`src/rtl/los_mon_pkg.sv`:
```
`timescale 1ns/1ps
package los_mon_pkg;

  // reference-clock choice handed to the recovery loop
  typedef enum logic {
    SRC_DATA = 1'b0,
    SRC_LOCAL = 1'b1
  } ref_src_e;

  // bit times from the last transition at phase 'ph' to the declaration,
  // for a window of 'period' phases whose activity flag clears at 'clr'
  function automatic int unsigned declare_latency(input int unsigned ph,
                                                  input int unsigned clr,
                                                  input int unsigned period);
    if (ph < clr) return (period - 1) - ph;
    return (2 * period - 1) - ph;
  endfunction

  // next value of a saturating count
  function automatic int unsigned sat_inc(input int unsigned v, input int unsigned lim);
    return (v >= lim) ? lim : v + 1;
  endfunction

endpackage

```
`src/rtl/los_window_ctr.sv`:
```
`timescale 1ns/1ps
module los_window_ctr #(
  parameter int unsigned CNT_W    = 7,
  parameter int unsigned CLEAR_AT = 32
) (
  input  logic             clk,
  input  logic             rst_n,
  output logic [CNT_W-1:0] phase_o,
  output logic             eval_o,
  output logic             clear_o
);
  localparam logic [CNT_W-1:0] LAST_PH  = {CNT_W{1'b1}};
  localparam logic [CNT_W-1:0] CLEAR_PH = CNT_W'(CLEAR_AT);

  logic [CNT_W-1:0] phase_q;

  always_ff @(posedge clk) begin
    if (!rst_n) phase_q <= '0;
    else        phase_q <= phase_q + 1'b1;
  end

  assign phase_o = phase_q;
  assign eval_o  = (phase_q == LAST_PH);
  assign clear_o = (phase_q == CLEAR_PH);

  // evaluation points recur every full window, the counter wraps to zero
  a_r6_phase_wraps: assert property (@(posedge clk) disable iff (!rst_n)
    eval_o |=> (phase_o == '0));

endmodule

```
`src/rtl/los_squelch_edge.sv`:
```
`timescale 1ns/1ps
module los_squelch_edge #(
  parameter logic SQ_LEVEL = 1'b0
) (
  input  logic clk,
  input  logic rst_n,
  input  logic data_i,
  input  logic force_i,
  output logic data_o,
  output logic trans_o
);
  logic prev_q;

  assign data_o  = force_i ? SQ_LEVEL : data_i;
  assign trans_o = (data_o != prev_q);

  always_ff @(posedge clk) begin
    if (!rst_n) prev_q <= SQ_LEVEL;
    else        prev_q <= data_o;
  end

  // once force has been held for a full bit, the squelched stream is flat
  a_r3_no_edge_under_force: assert property (@(posedge clk) disable iff (!rst_n)
    (force_i && $past(force_i)) |-> !trans_o);

endmodule

```
`src/rtl/los_activity_flag.sv`:
```
`timescale 1ns/1ps
module los_activity_flag (
  input  logic clk,
  input  logic rst_n,
  input  logic clear_i,
  input  logic trans_i,
  output logic hit_o
);
  logic seen_q;

  always_ff @(posedge clk) begin
    if (!rst_n)       seen_q <= 1'b0;
    else if (clear_i) seen_q <= trans_i;
    else              seen_q <= seen_q | trans_i;
  end

  // the transition of the evaluation bit itself also counts
  assign hit_o = seen_q | trans_i;

  // a transition is always remembered into the next bit
  a_r8_edge_recorded: assert property (@(posedge clk) disable iff (!rst_n)
    trans_i |=> hit_o);

endmodule

```
`src/rtl/los_decide.sv`:
```
`timescale 1ns/1ps
module los_decide
  import los_mon_pkg::*;
#(
  parameter int unsigned GOOD_WIN = 2
) (
  input  logic clk,
  input  logic rst_n,
  input  logic eval_i,
  input  logic hit_i,
  input  logic force_i,
  output logic los_o,
  output logic ref_sel_o
);
  localparam int unsigned GW = (GOOD_WIN < 2) ? 1 : $clog2(GOOD_WIN + 1);
  localparam logic [GW-1:0] GOOD_LAST = GW'(GOOD_WIN - 1);

  logic          los_q;
  logic [GW-1:0] good_q;
  ref_src_e      src;

  always_ff @(posedge clk) begin
    if (!rst_n) begin
      los_q  <= 1'b1;
      good_q <= '0;
    end else if (eval_i) begin
      if (force_i) begin
        los_q  <= 1'b1;
        good_q <= '0;
      end else if (!los_q) begin
        if (!hit_i) begin
          los_q  <= 1'b1;
          good_q <= '0;
        end
      end else if (hit_i) begin
        if (good_q == GOOD_LAST) begin
          los_q  <= 1'b0;
          good_q <= '0;
        end else begin
          good_q <= good_q + 1'b1;
        end
      end else begin
        good_q <= '0;
      end
    end
  end

  assign src       = los_q ? SRC_LOCAL : SRC_DATA;
  assign los_o     = los_q;
  assign ref_sel_o = src;

  // status holds between evaluation points
  a_r6_stable_mid_window: assert property (@(posedge clk) disable iff (!rst_n)
    !eval_i |=> $stable(los_o));

  // force seen at an evaluation point always declares
  a_r4_force_declares: assert property (@(posedge clk) disable iff (!rst_n)
    (eval_i && force_i) |=> los_o);

  // recovery never happens while force is requested
  a_r7_no_clear_under_force: assert property (@(posedge clk) disable iff (!rst_n)
    $fell(los_o) |-> !$past(force_i));

  // recovery needs an active window at the clearing point
  a_r7_clear_needs_activity: assert property (@(posedge clk) disable iff (!rst_n)
    $fell(los_o) |-> $past(hit_i));

endmodule

```
`src/rtl/los_monitor.sv`:
```
`timescale 1ns/1ps
module los_monitor
  import los_mon_pkg::*;
#(
  parameter int unsigned CNT_W    = 7,
  parameter int unsigned CLEAR_AT = 32,
  parameter int unsigned GOOD_WIN = 2,
  parameter logic        SQ_LEVEL = 1'b0
) (
  input  logic clk,
  input  logic rst_n,
  input  logic ser_in,
  input  logic force_los,
  output logic ser_out,
  output logic los_flag,
  output logic ref_sel
);
  localparam int unsigned PERIOD  = 1 << CNT_W;
  localparam int unsigned MIN_LAT = declare_latency(CLEAR_AT - 1, CLEAR_AT, PERIOD);
  localparam int unsigned MAX_LAT = declare_latency(CLEAR_AT, CLEAR_AT, PERIOD);
  localparam int unsigned QW      = $clog2(MAX_LAT + 2);

  logic [CNT_W-1:0] phase;
  logic             eval_pt;
  logic             clear_pt;
  logic             sq_data;
  logic             edge_seen;
  logic             win_hit;

  los_window_ctr #(.CNT_W(CNT_W), .CLEAR_AT(CLEAR_AT)) u_ctr (
    .clk(clk), .rst_n(rst_n), .phase_o(phase), .eval_o(eval_pt), .clear_o(clear_pt)
  );

  los_squelch_edge #(.SQ_LEVEL(SQ_LEVEL)) u_sq (
    .clk(clk), .rst_n(rst_n), .data_i(ser_in), .force_i(force_los),
    .data_o(sq_data), .trans_o(edge_seen)
  );

  los_activity_flag u_flag (
    .clk(clk), .rst_n(rst_n), .clear_i(clear_pt), .trans_i(edge_seen), .hit_o(win_hit)
  );

  los_decide #(.GOOD_WIN(GOOD_WIN)) u_dec (
    .clk(clk), .rst_n(rst_n), .eval_i(eval_pt), .hit_i(win_hit), .force_i(force_los),
    .los_o(los_flag), .ref_sel_o(ref_sel)
  );

  assign ser_out = sq_data;

  // checker state: bits since the last transition, saturating
  logic [QW-1:0] quiet_q;
  always_ff @(posedge clk) begin
    if (!rst_n)         quiet_q <= '0;
    else if (edge_seen) quiet_q <= '0;
    else                quiet_q <= QW'(sat_inc(int'(quiet_q), MAX_LAT + 1));
  end

  // a natural declaration lands inside the latency range
  a_r2_latency_in_range: assert property (@(posedge clk) disable iff (!rst_n)
    (eval_pt && !los_flag && !win_hit && !force_los) |->
      ((int'(quiet_q) + 1 >= MIN_LAT) && (int'(quiet_q) + 1 <= MAX_LAT)));

  // the reference choice always mirrors the loss status
  a_r5_ref_tracks_los: assert property (@(posedge clk) disable iff (!rst_n)
    ref_sel == los_flag);

  // no edges come through once force has been held for a bit
  a_r4_phase_used: assert property (@(posedge clk) disable iff (!rst_n)
    (eval_pt && $past(force_los) && force_los) |-> !edge_seen);

endmodule

```
`config.mk`:
```
export PLATFORM = sky130hd
export DESIGN_NAME = los_monitor
export DESIGN_NICKNAME = d
export VERILOG_FILES = /design/src/rtl/los_mon_pkg.sv /design/src/rtl/los_window_ctr.sv /design/src/rtl/los_squelch_edge.sv /design/src/rtl/los_activity_flag.sv /design/src/rtl/los_decide.sv /design/src/rtl/los_monitor.sv
export SDC_FILE = /design/constraint.sdc
export NUM_CORES = 1
export LEC_CHECK = 0
export BUFFER_PORTS_ARGS = -buffer_cell sky130_fd_sc_hd__buf_4
export CAP_MARGIN = 20
export CORE_AREA = 10 10 47 49
export CTS_CLUSTER_DIAMETER = 30
export CTS_CLUSTER_SIZE = 16
export DETAILED_ROUTE_END_ITERATION = 10
export DIE_AREA = 0 0 57 59
export SYNTH_ARGS = -nofsm -noshare
export SYNTH_HDL_FRONTEND = slang
export SYNTH_SLANG_ARGS = --single-unit
export TNS_END_PERCENT = 50
```
`constraint.sdc`:
```
create_clock -name clk -period 1.4 [get_ports clk]
set_input_delay 0.28 -clock clk [delete_from_list [all_inputs] [get_ports clk]]
set_output_delay 0.28 -clock clk [all_outputs]
set_load 0.005 [all_outputs]
```
# [Yosys cells after proc, flatten, opt, wreduce, memory -nomap -nowiden]
# Cells that the tools add are included.
[op_classes] n_addsub=2 eq_ne=5 n_mux=13 bitwise_logic=1 n_reduce_logical=1
[op_table] operator="2-bit 2-to-1 mux" n=5
[op_table] operator="1-bit 2-to-1 mux" n=8
[op_table] operator="7-bit by 1-bit adder with 7-bit output (second input constant)" n=1
[op_table] operator="7-bit by 6-bit equality test with 1-bit output (second input constant)" n=1
[op_table] operator="7-bit equality test (second input constant)" n=1
[op_table] operator="3-bit inequality test (second input constant)" n=1
[op_table] operator="2-bit by 1-bit adder with 2-bit output (second input constant)" n=1
[op_table] operator="2-bit by 1-bit equality test with 1-bit output (second input constant)" n=1
[op_table] operator="2-bit AND reduction" n=1
[op_table] operator="1-bit inequality test" n=1
[op_table] operator="1-bit bitwise OR" n=1
[word_totals] reg_bits=12 inputBits=4 wordCells=27

# [Longest topological paths before layout]
[depth] ltp_word=6 depth_mapped=5 depth_no_buf=5

# [By module]
# Synthesis repeated with hierarchy kept, for this count alone.
[unflattened] hier_cells=55 hier_area_um2=558.0
[by_module_without_submodules] mod="los_window_ctr" instances=1 cells_per_inst=33 area_each_um2=311.5 seq_area_each_um2=140.1
[by_module_without_submodules] mod="los_decide" instances=1 cells_per_inst=14 area_each_um2=142.6 seq_area_each_um2=60.1
[by_module_without_submodules] mod="los_squelch_edge" instances=1 cells_per_inst=4 area_each_um2=56.3 seq_area_each_um2=20.0
[by_module_without_submodules] mod="los_activity_flag" instances=1 cells_per_inst=4 area_each_um2=47.5 seq_area_each_um2=20.0

# [Worst setup path after synthesis]
# No wires, ideal clock.
[synth_timing] kind="reg-to-reg" from="register u_ctr.phase_q[0], in the netlist u_ctr.phase_o[0]" to="register u_dec.los_q, in the netlist u_dec.los_o" setup_ns=0.122 arrival_time_ns=1.098 required_time_ns=1.278 setup_slack_ns=0.180 path_stages_with_launch=5 n_path_buf=0 synth_period_minus_slack_ns=1.220 path_cell_list="dfxtp_1 > ha_1 > and3_2 > nand4b_1 > a221o_1"
[synth_between] elab_chain_cells=1
[synth_lines] element="start, declared" line="los_window_ctr.sv:15" text="logic [CNT_W-1:0] phase_q;"
[synth_lines] element="start signal, assigned" line="los_window_ctr.sv:19" text="else phase_q <= phase_q + 1'b1;"
[synth_lines] element="7-bit equality test" line="los_window_ctr.sv:23" text="assign eval_o = (phase_q == LAST_PH);"
[synth_lines] element="end signal, assigned" line="los_decide.sv:24" text="los_q <= 1'b1;"
[synth_lines] element="end signal, assigned" line="los_decide.sv:28" text="los_q <= 1'b1;"
[synth_lines] element="end signal, assigned" line="los_decide.sv:32" text="los_q <= 1'b1;"
[synth_lines] element="end, declared" line="los_decide.sv:18" text="logic los_q;"
# No other way between the ends.
# A chain may end at the register's enable or synchronous reset.

# [Worst setup path after layout]
[layout_timing] from="register u_ctr.phase_q[0], in the netlist u_ctr.phase_o[0]" to="register u_ctr.phase_q[6], in the netlist u_ctr.phase_o[6]"
[layout_between] elab_chain_cells=1
[layout_lines] element="7-bit by 1-bit adder with 7-bit output" line="los_window_ctr.sv:19"
# No other way between the ends.

==> flow_summary.ini <==
[layout]
stdcell_area_um2 = 624
fillerInstances = 152
layout.nets = 76
diodes = 0
area_growth_pct = 14.7
drive_gt1_share_pct = 14.7

[drt]
via_count = 433
drc = 0
first_pass_iters = 2
viasPerCell = 5.15
wirelength_mm = 1.05
ant_nets = 0
drtIter0Drc = 3
avgRoutedWirePerCell_um = 12.5

[floorplanning]
initial_core_util_pct = 38.8
dieArea_mm2 = 0.00336
std_cell_rows = 14
die_x_um = 57
placeableCoreArea_mm2 = 0.00140
io_pins = 7
dieHeight_um = 59

[clocking]
cts_hold_buf = 0
clkTransAtPathRegs_ps = 70
cts_buffers = 3
clock_latency_ps = 270
cts.sinks = 12
cts_resized = 0
cts_max_level = 1
root_buffer = clkbuf_4
post-cts-setup-buffers = 0
cts_tree = yes
cts.path.max_buffers = 2

[yosys]
synth_cell_type_count = 25
avgSynthCellArea_um2 = 9.07
ys_warn_count = 0
syn_area_um2 = 544
syn-instance-count = 60
synth_nets = 66
synth_seq_cells = 12
synth-seq-area-share_pct = 44.1

[place]
place_congestion = 0.740
hpwl_um = 774
portBuffers = 6
postPlaceCellArea_um2 = 602

[power_and_ir_drop]
power_density_mw_per_mm2 = 1000
p_total_uw = 624
ir_drop_v = 0.000388
leakage_uw = 0.000239

[sta]
worst_slew_pin_slew_ps = 310
grt_setup_unrepaired = no
setup_viol = 0
finalHoldViolCount = 0
finalSetupTns_ps = 0
finalCritPeriodShare_pct = 92.5
max_freq_mhz = 772
max-slew-margin-rel_pct = 79.1
layout_min_cycle_time_ps = 1300
fin_skew_ps = 4.13
slew_violations = 0

[setup_path]
critPathTopFamily = simple AND/OR/NAND/NOR gates
worstSetupStartpointType = register
path_class = register to register
arrival_ps = 1510
required_ps = 1610
path_cells = ha_1 -> nand3_1 -> or3_1 -> a21oi_1
path_buf_inv = 0
critPathMaxStageDelay_ps = 370
cp_slowest_cell = dfxtp_1
path_max_fanout = 4
cp-end-kind = register

[min_path]
worstHoldPathType = input pin to register

[job]
cap_violations = 0

[grt]
grt_first_pass_wirelength_mm = 1.77
antenna_found_initial = 0
grt_util_all_layers_pct = 6.77
grt.overflow.total = 0
grt_pass1_vias = 403
grt_max_degree = 9

[run_status]
status = finished, final reports clean
[registers in the layout, summed over array words and instances (netlist names)]
signal	flops
u_flag.seen_q	1
u_dec.los_o	1
u_sq.prev_q	1
u_ctr.phase_o	7
u_dec.good_q	2
[power breakdown]
part           leakage [uW]  total [uW]  switching [uW]  internal [uW]
registers         0.0000978         363            10.4            352
clock network     0.0000138         214             114           99.7
logic              0.000127        47.6            23.4           24.2
[logic make-up after synthesis]
group / count (synthesis) / synth area share (%)
AND/OR/NAND/NOR: 24 / 24.6
AO/OA/AOI/OAI: 13 / 15.2
flip-flops: 12 / 44.1
XOR/XNOR: 5 / 8.05
buffers and inverters: 4 / 3.45
adder cells (fa/ha/maj): 2 / 4.60
[metal layers]
metal	wire, um	up-vias	track usage (%)
met5	0	-	0
met4	27	0	6.04
met2	385	9	8.37
met3	74	4	3.43
li1	-	230	-
met1	563	190	8.18
[synthesized netlist by cell type (all sizes together)]
| library cell | n | area [um^2] |
|---|---|---|
| ha | 2 | 25.0 |
| o311ai | 1 | 8.76 |
| a21oi | 4 | 20.0 |
| inv | 3 | 11.3 |
| xor2 | 2 | 17.5 |
| nand3 | 3 | 15.0 |
| dfxtp | 12 | 240 |
| nor2 | 5 | 18.8 |
| a221o | 1 | 10.0 |
| xnor2 | 3 | 26.3 |
| nand4b | 1 | 8.76 |
| o21bai | 1 | 7.51 |
| buf | 1 | 7.51 |
| nand2 | 5 | 18.8 |
| or3 | 2 | 12.5 |
| o21ai | 4 | 20.0 |
| and2 | 2 | 12.5 |
| or4 | 1 | 7.51 |
| o211ai | 1 | 7.51 |
| nor4bb | 2 | 20.0 |
| and3 | 2 | 13.8 |
| o2111ai | 1 | 8.76 |
| nor2b | 1 | 6.26 |
[per-stage QoR]
step	instances	hold WS [ps]	utilization [%]	worst slack (ps)
finish	84	268	44.6	105
global route	84	259	44.6	19.3
CTS	84	260	44.6	99.5
detailed placement	81	455	42.9	117
global placement	81	448	42.9	140
floorplan	60	402	-	180
[worst paths after layout]
kind                            slack [ps]                           to                   startpoint  cells after the start
worst max register to register         100  u_ctr.phase_o[6]$_SDFF_PN0_  u_ctr.phase_o[0]$_SDFF_PN0_                      4
worst min-delay path                   270       u_sq.prev_q$_SDFF_PN0_                        rst_n                      2
worst max-delay path                   100  u_ctr.phase_o[6]$_SDFF_PN0_  u_ctr.phase_o[0]$_SDFF_PN0_                      4
worst min register to register         460  u_ctr.phase_o[0]$_SDFF_PN0_  u_ctr.phase_o[0]$_SDFF_PN0_                      1
[final cells by class]
| cell class | count | area (um^2) | share of cell area, % |
|---|---|---|---|
| inverters | 3 | 11.3 | 1.80 |
| multi-input cells | 44 | 285 | 45.7 |
| flip-flops and latches | 12 | 240 | 38.5 |
| repair buffers | 6 | 45.0 | 7.21 |
| clock buffers | 3 | 22.5 | 3.61 |
| well taps | 16 | 20.0 | 3.21 |
[placed cells by master (no fill, tap or decap), drive strengths merged, types with 2 or more instances in the layout]
cell and instances:
dfxtp 12, ha 2, xnor2 3, a21oi 4
clkbuf 3, and2 2, xor2 2, or3 2
o21ai 4, nand3 3, nand2 5, buf 6
and3 2, inv 3, nor4bb 2, nor2 5
Power figures use the tool's default switching activity.
